[src/rtl/dbk_pkg.sv]
package dbk_pkg;

    localparam int ADDR_W = 32;
    localparam int MASK_W = 6;
    localparam int LD_BIT = 30;
    localparam int ST_BIT = 31;

    typedef struct packed {
        logic [ADDR_W-1:0] addr;
        logic              ld_en;
        logic              st_en;
        logic [MASK_W-1:0] field;
    } bp_cfg_t;

    typedef enum logic {
        ACC_LOAD  = 1'b0,
        ACC_STORE = 1'b1
    } acc_kind_t;

    // Keep only the run of ones that starts at the top bit of the field.
    function automatic logic [MASK_W-1:0] keep_leading_ones(input logic [MASK_W-1:0] f);
        logic [MASK_W-1:0] r;
        logic              run;
        run = 1'b1;
        for (int i = MASK_W - 1; i >= 0; i--) begin
            run  = run & f[i];
            r[i] = run;
        end
        return r;
    endfunction

    // Ones above the field, field bits below.
    function automatic logic [ADDR_W-1:0] widen_mask(input logic [MASK_W-1:0] f);
        return {{(ADDR_W-MASK_W){1'b1}}, f};
    endfunction

endpackage

[src/rtl/dbk_cfg_regs.sv]
module dbk_cfg_regs
    import dbk_pkg::*;
#(
    parameter int NUM_BP = 2,
    parameter int IDX_W  = 1
) (
    input  logic              clk,
    input  logic              rst,
    input  logic              we,
    input  logic              sel_ctrl,
    input  logic [IDX_W-1:0]  idx,
    input  logic [ADDR_W-1:0] wdata,
    output bp_cfg_t           cfg_q [NUM_BP]
);

    for (genvar g = 0; g < NUM_BP; g++) begin : g_entry
        logic sel;
        assign sel = we && (idx == IDX_W'(g));

        always_ff @(posedge clk) begin
            if (rst) begin
                cfg_q[g] <= '0;
            end else if (sel) begin
                if (sel_ctrl) begin
                    cfg_q[g].ld_en <= wdata[LD_BIT];
                    cfg_q[g].st_en <= wdata[ST_BIT];
                    cfg_q[g].field <= wdata[MASK_W-1:0];
                end else begin
                    cfg_q[g].addr  <= wdata;
                end
            end
        end
    end

endmodule

[src/rtl/dbk_mask_fix.sv]
module dbk_mask_fix
    import dbk_pkg::*;
#(
    parameter bit REPAIR = 1'b1
) (
    input  logic [MASK_W-1:0] field,
    output logic [ADDR_W-1:0] mask
);

    if (REPAIR) begin : g_repair
        assign mask = widen_mask(keep_leading_ones(field));
    end else begin : g_raw
        assign mask = widen_mask(field);
    end

endmodule

[src/rtl/dbk_cmp.sv]
module dbk_cmp
    import dbk_pkg::*;
(
    input  bp_cfg_t           cfg,
    input  logic [ADDR_W-1:0] mask,
    input  logic [ADDR_W-1:0] acc_addr,
    input  acc_kind_t         kind,
    output logic              match
);

    logic armed;
    logic same_block;

    always_comb begin
        unique case (kind)
            ACC_STORE: armed = cfg.st_en;
            default:   armed = cfg.ld_en;
        endcase
        same_block = ((acc_addr ^ cfg.addr) & mask) == '0;
        match      = armed && same_block;
    end

endmodule

[src/rtl/dbk_prio.sv]
module dbk_prio #(
    parameter int N     = 2,
    parameter int IDX_W = 1
) (
    input  logic [N-1:0]     req,
    output logic             any,
    output logic [IDX_W-1:0] idx
);

    always_comb begin
        any = |req;
        idx = '0;
        for (int i = N - 1; i >= 0; i--) begin
            if (req[i]) idx = IDX_W'(i);
        end
    end

endmodule

[src/rtl/dbk_unit.sv]
module dbk_unit
    import dbk_pkg::*;
#(
    parameter int NUM_BP = 2,
    parameter bit REPAIR = 1'b1,
    localparam int IDX_W = (NUM_BP > 1) ? $clog2(NUM_BP) : 1
) (
    input  logic              clk,
    input  logic              rst,
    input  logic              cfg_we,
    input  logic              cfg_sel_ctrl,
    input  logic [IDX_W-1:0]  cfg_idx,
    input  logic [31:0]       cfg_wdata,
    input  logic              acc_valid,
    input  logic [31:0]       acc_addr,
    input  logic              acc_is_store,
    output logic              hit,
    output logic [IDX_W-1:0]  hit_idx
);

    bp_cfg_t           cfg_q    [NUM_BP];
    logic [ADDR_W-1:0] eff_mask [NUM_BP];
    logic [NUM_BP-1:0] match_vec;
    logic              any_match;
    logic [IDX_W-1:0]  first_idx;
    acc_kind_t         kind;

    assign kind = acc_is_store ? ACC_STORE : ACC_LOAD;

    dbk_cfg_regs #(.NUM_BP(NUM_BP), .IDX_W(IDX_W)) u_regs (
        .clk      (clk),
        .rst      (rst),
        .we       (cfg_we),
        .sel_ctrl (cfg_sel_ctrl),
        .idx      (cfg_idx),
        .wdata    (cfg_wdata),
        .cfg_q    (cfg_q)
    );

    for (genvar g = 0; g < NUM_BP; g++) begin : g_bp
        dbk_mask_fix #(.REPAIR(REPAIR)) u_fix (
            .field (cfg_q[g].field),
            .mask  (eff_mask[g])
        );

        dbk_cmp u_cmp (
            .cfg      (cfg_q[g]),
            .mask     (eff_mask[g]),
            .acc_addr (acc_addr),
            .kind     (kind),
            .match    (match_vec[g])
        );
    end

    dbk_prio #(.N(NUM_BP), .IDX_W(IDX_W)) u_prio (
        .req (match_vec),
        .any (any_match),
        .idx (first_idx)
    );

    assign hit     = acc_valid && any_match;
    assign hit_idx = hit ? first_idx : '0;

endmodule

[config.mk]
export PLATFORM = sky130hd
export DESIGN_NAME = dbk_unit
export DESIGN_NICKNAME = d
export VERILOG_FILES = /design/src/rtl/dbk_pkg.sv /design/src/rtl/dbk_cfg_regs.sv /design/src/rtl/dbk_mask_fix.sv /design/src/rtl/dbk_cmp.sv /design/src/rtl/dbk_prio.sv /design/src/rtl/dbk_unit.sv
export SDC_FILE = /design/constraint.sdc
export NUM_CORES = 1
export LEC_CHECK = 0
export BUFFER_PORTS_ARGS = -buffer_cell sky130_fd_sc_hd__buf_2
export CORE_UTILIZATION = 23
export CTS_CLUSTER_SIZE = 12
export DETAILED_ROUTE_END_ITERATION = 8
export PLACE_DENSITY = 0.4
export SYNTH_ARGS = -nofsm -noshare
export SYNTH_HDL_FRONTEND = slang
export SYNTH_SLANG_ARGS = --single-unit
export TNS_END_PERCENT = 1
[constraint.sdc]
create_clock -name clk -period 1.5 [get_ports clk]
set_clock_uncertainty 0.05 [all_clocks]
set_input_delay 0 -clock clk [delete_from_list [all_inputs] [get_ports clk]]
set_output_delay 0 -clock clk [all_outputs]
set_load 0.005 [all_outputs]
# Yosys cells after proc, flatten, opt, wreduce, memory -nomap -nowiden
# Index checks and enable logic that the tools add are counted.
[totals]
regBits = 80
inputBits = 71
output_inout_bits = 2
elab_cells = 42
[op_classes]
n_mux = 6
bitwise = 16
n_reduce_logical = 12
[op_table]
columns = ["op", "count"]
rows = [
  ["$and 32x32->32", 2],
  ["$logic_not 32->1", 2],
  ["$xor 32x32->32", 2],
  ["$and 1x1->1", 10],
  ["$reduce_and 2->1", 4],
  ["$mux 1", 6],
  ["$logic_and 1x1->1", 5],
  ["$not 1->1", 2],
  ["$reduce_or 2->1", 1],
]

# Depth between registers and ports, before layout
[depth]
ltp_word = 11
mapped_depth = 6

# Hierarchy
# Synthesis repeated with hierarchy kept, for this count alone.
[unflattened]
cells_unflattened = 475
area_unflattened_um2 = 4752.1
[by_module_without_submodules]
columns = ["module", "n_inst", "cells_per_inst", "area_each_um2", "seq_area_each_um2"]
rows = [
  ["dbk_cfg_regs", 1, 299, 3265.6, 1601.5],
  ["dbk_cmp", 2, 53, 481.7, 0.0],
  ["dbk_mask_fix", 2, 33, 249.0, 0.0],
  ["dbk_prio", 1, 2, 12.5, 0.0],
  ["dbk_unit", 1, 2, 12.5, 0.0],
]

# Worst setup path after synthesis
# OpenSTA, ideal clock, no wires.
[synth_path]
kind = "register to output"
from = "register, netlist name u_regs.cfg_q[71]"
to = "output hit"
arrival_ps = 1398
path_slack_ps = 52
path_stages_with_launch = 6
path_buffers = 0
path_cell_list = "dfxtp_1 -> xor2_1 -> nor4_2 -> nand4_1 -> a2111oi_4 -> a31o_1"
[synth_between]
elab_chain_len = 6
[synth_rtl]
columns = ["element", "line_no", "text"]
rows = [
  ["$xor 32x32->32", "dbk_cmp.sv:19", "same_block = ((acc_addr ^ cfg.addr) & mask) == '0;"],
  ["$and 32x32->32", "dbk_cmp.sv:19", ""],
  ["$logic_not 32->1", "dbk_cmp.sv:19", ""],
  ["$logic_and 1x1->1", "dbk_cmp.sv:20", "match = armed && same_block;"],
  ["$reduce_or 2->1", "dbk_prio.sv:11", "any = |req;"],
  ["$logic_and 1x1->1", "dbk_unit.sv:61", "assign hit = acc_valid && any_match;"],
  ["end, declared", "dbk_unit.sv:17", "output logic hit,"],
]
# No other way between the ends.

# Worst setup path after layout
[layout_path]
from = "register, netlist name u_regs.cfg_q[36]"
to = "output hit_idx"
[layout_between]
elab_chain_len = 7
word_cells_on_any_way = 9
classes_between = "mux (3); bitwise (2); reduce/logical (4)"
[layout_rtl]
columns = ["element", "line_no", "text"]
rows = [
  ["$xor 32x32->32 *", "dbk_cmp.sv:19", ""],
  ["$and 32x32->32 *", "dbk_cmp.sv:19", ""],
  ["$logic_not 32->1 *", "dbk_cmp.sv:19", ""],
  ["$logic_and 1x1->1 *", "dbk_cmp.sv:20", ""],
  ["$mux 1 or $reduce_or 2->1 (tied branches)", "dbk_prio.sv:14, dbk_prio.sv:11", ""],
  ["$mux 1 or $logic_and 1x1->1 (tied branches)", "dbk_prio.sv:14, dbk_unit.sv:61", ""],
  ["$mux 1 *", "dbk_unit.sv:62", "assign hit_idx = hit ? first_idx : '0;"],
  ["end, declared", "dbk_unit.sv:18", "output logic [IDX_W-1:0] hit_idx"],
]
# Mark *: on every way between the ends. The rest lies on a longest branch, timed or not.

==> results.py <==
metrics = {
    "status": {
        "outcome": "complete, but fails checks",
        "violations": "setup timing",
    },
    "synthesis": {
        "ys_async_sr_fraction_pct": 0,
        "synth_cell_type_count": 30,
        "seq_area_frac_synth_pct": 44.63,
        "synth-edff-count": 0,
        "synth_most_common_cell": "nand2_1",
        "ys_top_cells_by_area": "dfxtp_1, nand2_1, xor2_1",
        "yosysWarnings": 0,
        "synth.cell_area_mm2": 0.003588,
        "synth-seq-cells": 80,
        "synth_top_area_share_pct": 44.63,
        "syn-num-nets": 507,
        "postSynthCellCount": 436,
        "synth_ff_type": "dfxtp_1",
        "syn_area_per_cell_um2": 8.230,
        "synth_top_area_cell": "dfxtp_1",
        "netlist_top_cells_count": "nand2_1, dfxtp_1, a21oi_1, xor2_1, clkbuf_1",
    },
    "sta": {
        "max_slew.worst_pin.slew_ps": 420.0,
        "slew_headroom_pct": 72.00,
        "setup_viol": 2,
        "rsz0062_at_grt": "yes",
        "timing.final.ws_setup_ps": -617.3,
        "hold_viol": 0,
        "period_needed_ps": 2117,
        "fin_crit_sh_pct": 141.2,
        "fin_setup_tns_ps": -1208,
        "drv_slew": 0,
        "fmax_mhz": 472.3,
    },
    "setup_path": {
        "critical_path_buf_inv_count": 1,
        "critPathKind": "reg2out",
        "cp.required_ps": 1450,
        "max_stage_delay_ps": 330,
        "cp_data_arrival_time_ps": 2070,
        "crit_chain": "xor2_1 -> nor4_1 -> nand4_1 -> nor4_2 -> a21boi_1 -> buf_2",
        "path_max_fanout": 2,
        "cpMaxStageDelayCell": "nor4_2",
        "critPathLaunchType": "flip-flop",
        "endpoint_kind": "output port",
        "crit_family": "simple AND/OR/NAND/NOR gates",
    },
    "power_and_ir_drop": {
        "switching_power_w": 0.001208,
        "power.ir.vdd_worst_mv": 0.6593,
        "p_clk_share_pct": 42.0,
        "p_sw_share_pct": 24.49,
        "cellInternalPower_w": 0.003726,
        "power_density_mw_per_mm2": 1009,
        "p_seq_share_pct": 45.4,
        "pwr-share-comb_pct": 12.6,
        "p_leak_nw": 2.053,
    },
    "final_layout": {
        "seq_area_mm2": 0.001603,
        "area_delta_synth_final_pct": 36.30,
        "layoutNonFillerInstCount": 734,
        "multi_input_area_mm2": 0.001924,
        "regMostFlops": "u_regs.cfg_q",
        "nFillCells": 1660,
        "postLayoutCoreUtil_pct": 32.17,
        "finalNetCount": 614,
        "antennaDiodeCount": 0,
        "layout-drive-gt1-share_pct": 20.70,
        "top_regs": "u_regs.cfg_q x80",
        "largest_reg_flops": 80,
    },
    "route": {
        "drt.antenna.violating_nets": 0,
        "dr_wl_met3_um": 451,
        "routed_via_density": 4.369,
        "drc_errors": 0,
        "wl_per_cell_um": 15.34,
        "wl_met2_um": 4956,
        "wl_met1_um": 5819,
        "wirelength_um": 11260,
        "drtPass1Iterations": 4,
        "highest_layer": "met4",
        "dr_total_vias": 3207,
        "drtIter0Drc": 159,
    },
    "global_route": {
        "overflow": 0,
        "antenna_found_initial": 0,
        "grt_pass1_vias": 3174,
        "grt_max_degree": 81,
        "grt.total_usage_pct": 14.81,
        "grt_first_pass_wirelength_um": 17710,
    },
    "cts": {
        "cts_root_buf": "clkbuf_16",
        "post_cts_buffers": 0,
        "htreeDepth": 3,
        "cts_sinks": 80,
        "cts.clk_slew.worst_paths_ps": 60,
        "cts_tree": "built",
        "cts-buffers-inserted": 9,
        "clock_path_buffers": 2,
        "clock_latency_ps": 330,
    },
    "floorplan": {
        "start_util_pct": 23.60,
        "die_height_um": 126.9,
        "core_mm2": 0.01520,
        "die_area_mm2": 0.01610,
        "placementRows": 45,
        "io_pins": 73,
        "die_x_um": 126.9,
    },
    "place": {
        "port-buffer-count": 72,
        "place.gp.congestion": 0.7664,
        "placed_cells": 688,
        "dp_hpwl_um": 7891,
    },
    "worst_hold_path": {
        "hold_path_class": "in2reg",
    },
    "job": {
        "cap_violations": 0,
    },
}
==> what timing repair did <==
action | in CTS | in global routing
hold buffers | 32 | 0
gates resized for setup | 3 | 2
endpoints found under the setup margin | 2 | 2
hold endpoints to repair | 80 | 0
pin swaps | 4 | 2
==> logic make-up after synthesis <==
kind of cell	count (synthesis)	share of synthesized area, %
mux	18	5.056
xor+xnor	64	15.62
flops	80	44.63
simple gates	176	20.64
buf+inv	25	2.650
compound gates	73	11.40
==> power groups by stage <==
stage	registers, W	clock network [W]	logic [W]
2_1_floorplan	0.00228	0	0.000273
3_3_place_gp	0.00229	0	0.000560
3_5_place_dp	0.00229	0	0.000560
4_1_cts	0.00224	0.00215	0.000631
5_1_grt	0.00225	0.00224	0.000686
6_report	0.00224	0.00207	0.000621
==> cell type report <==
cell class | count | share of cell area, %
Sequential cell | 80 | 32.77
Timing Repair Buffer | 120 | 17.40
Clock buffer | 14 | 5.602
Tap cell | 188 | 4.809
Multi-Input combinational cell | 331 | 39.35
Inverter | 1 | 0.07675
==> per-layer routing <==
metal  up-vias  global-route usage [%]
met5         -                       0
met4         0                   2.941
met3         2                   4.133
li1       1650                       -
met1      1478                   20.32
met2        77                   23.14
==> worst paths after layout <==
check | from | end | slack (ps) | depth (start not counted)
min reg2reg | u_regs.cfg_q[57] | u_regs.cfg_q[57] | 410 | 2
min | rst | u_regs.cfg_q[42] | 110 | 3
max reg2reg | u_regs.cfg_q[45] | u_regs.cfg_q[45] | 770 | 2
max | u_regs.cfg_q[36] | hit_idx | -620 | 6
==> metrics by stage <==
| step | hold slack [ps] | power, W | area (um^2) | setup WS, ps |
|---|---|---|---|---|
| floorplan | 74.60 | 0.002552 | 3588 | 52.30 |
| global placement | 203.8 | 0.002846 | 4270 | -371.3 |
| detailed placement | 208.1 | 0.002849 | 4270 | -356.0 |
| CTS | 111.1 | 0.005023 | 4878 | -643.3 |
| global route | 121.2 | 0.005177 | 4891 | -762.7 |
| finish | 112.3 | 0.004935 | 4891 | -617.3 |
==> worst reg2reg max path: stages (launching register included) <==
cell and delay, ps:
dfxtp_1 360, mux2i_1 150, nor2_1 50
==> layout by cell type, fill, tap and decap left out, types with 3 or more instances in the layout <==
cell | synthesis | final
nand2_1 | 131 | 131
xor2_1 | 51 | 51
buf_4 | 0 | 12
buf_2 | 1 | 72
mux2i_1 | 17 | 17
xnor2_1 | 13 | 13
nor2_1 | 19 | 18
nand4_1 | 7 | 7
nor4_2 | 2 | 6
a21oi_1 | 65 | 65
dlygate4sd3_1 | 0 | 32
nor4_1 | 9 | 5
clkbuf_16 | 0 | 9
clkbuf_8 | 0 | 3
dfxtp_1 | 80 | 79
buf_12 | 0 | 4
No activity file was read; power rests on OpenSTA's default activity.
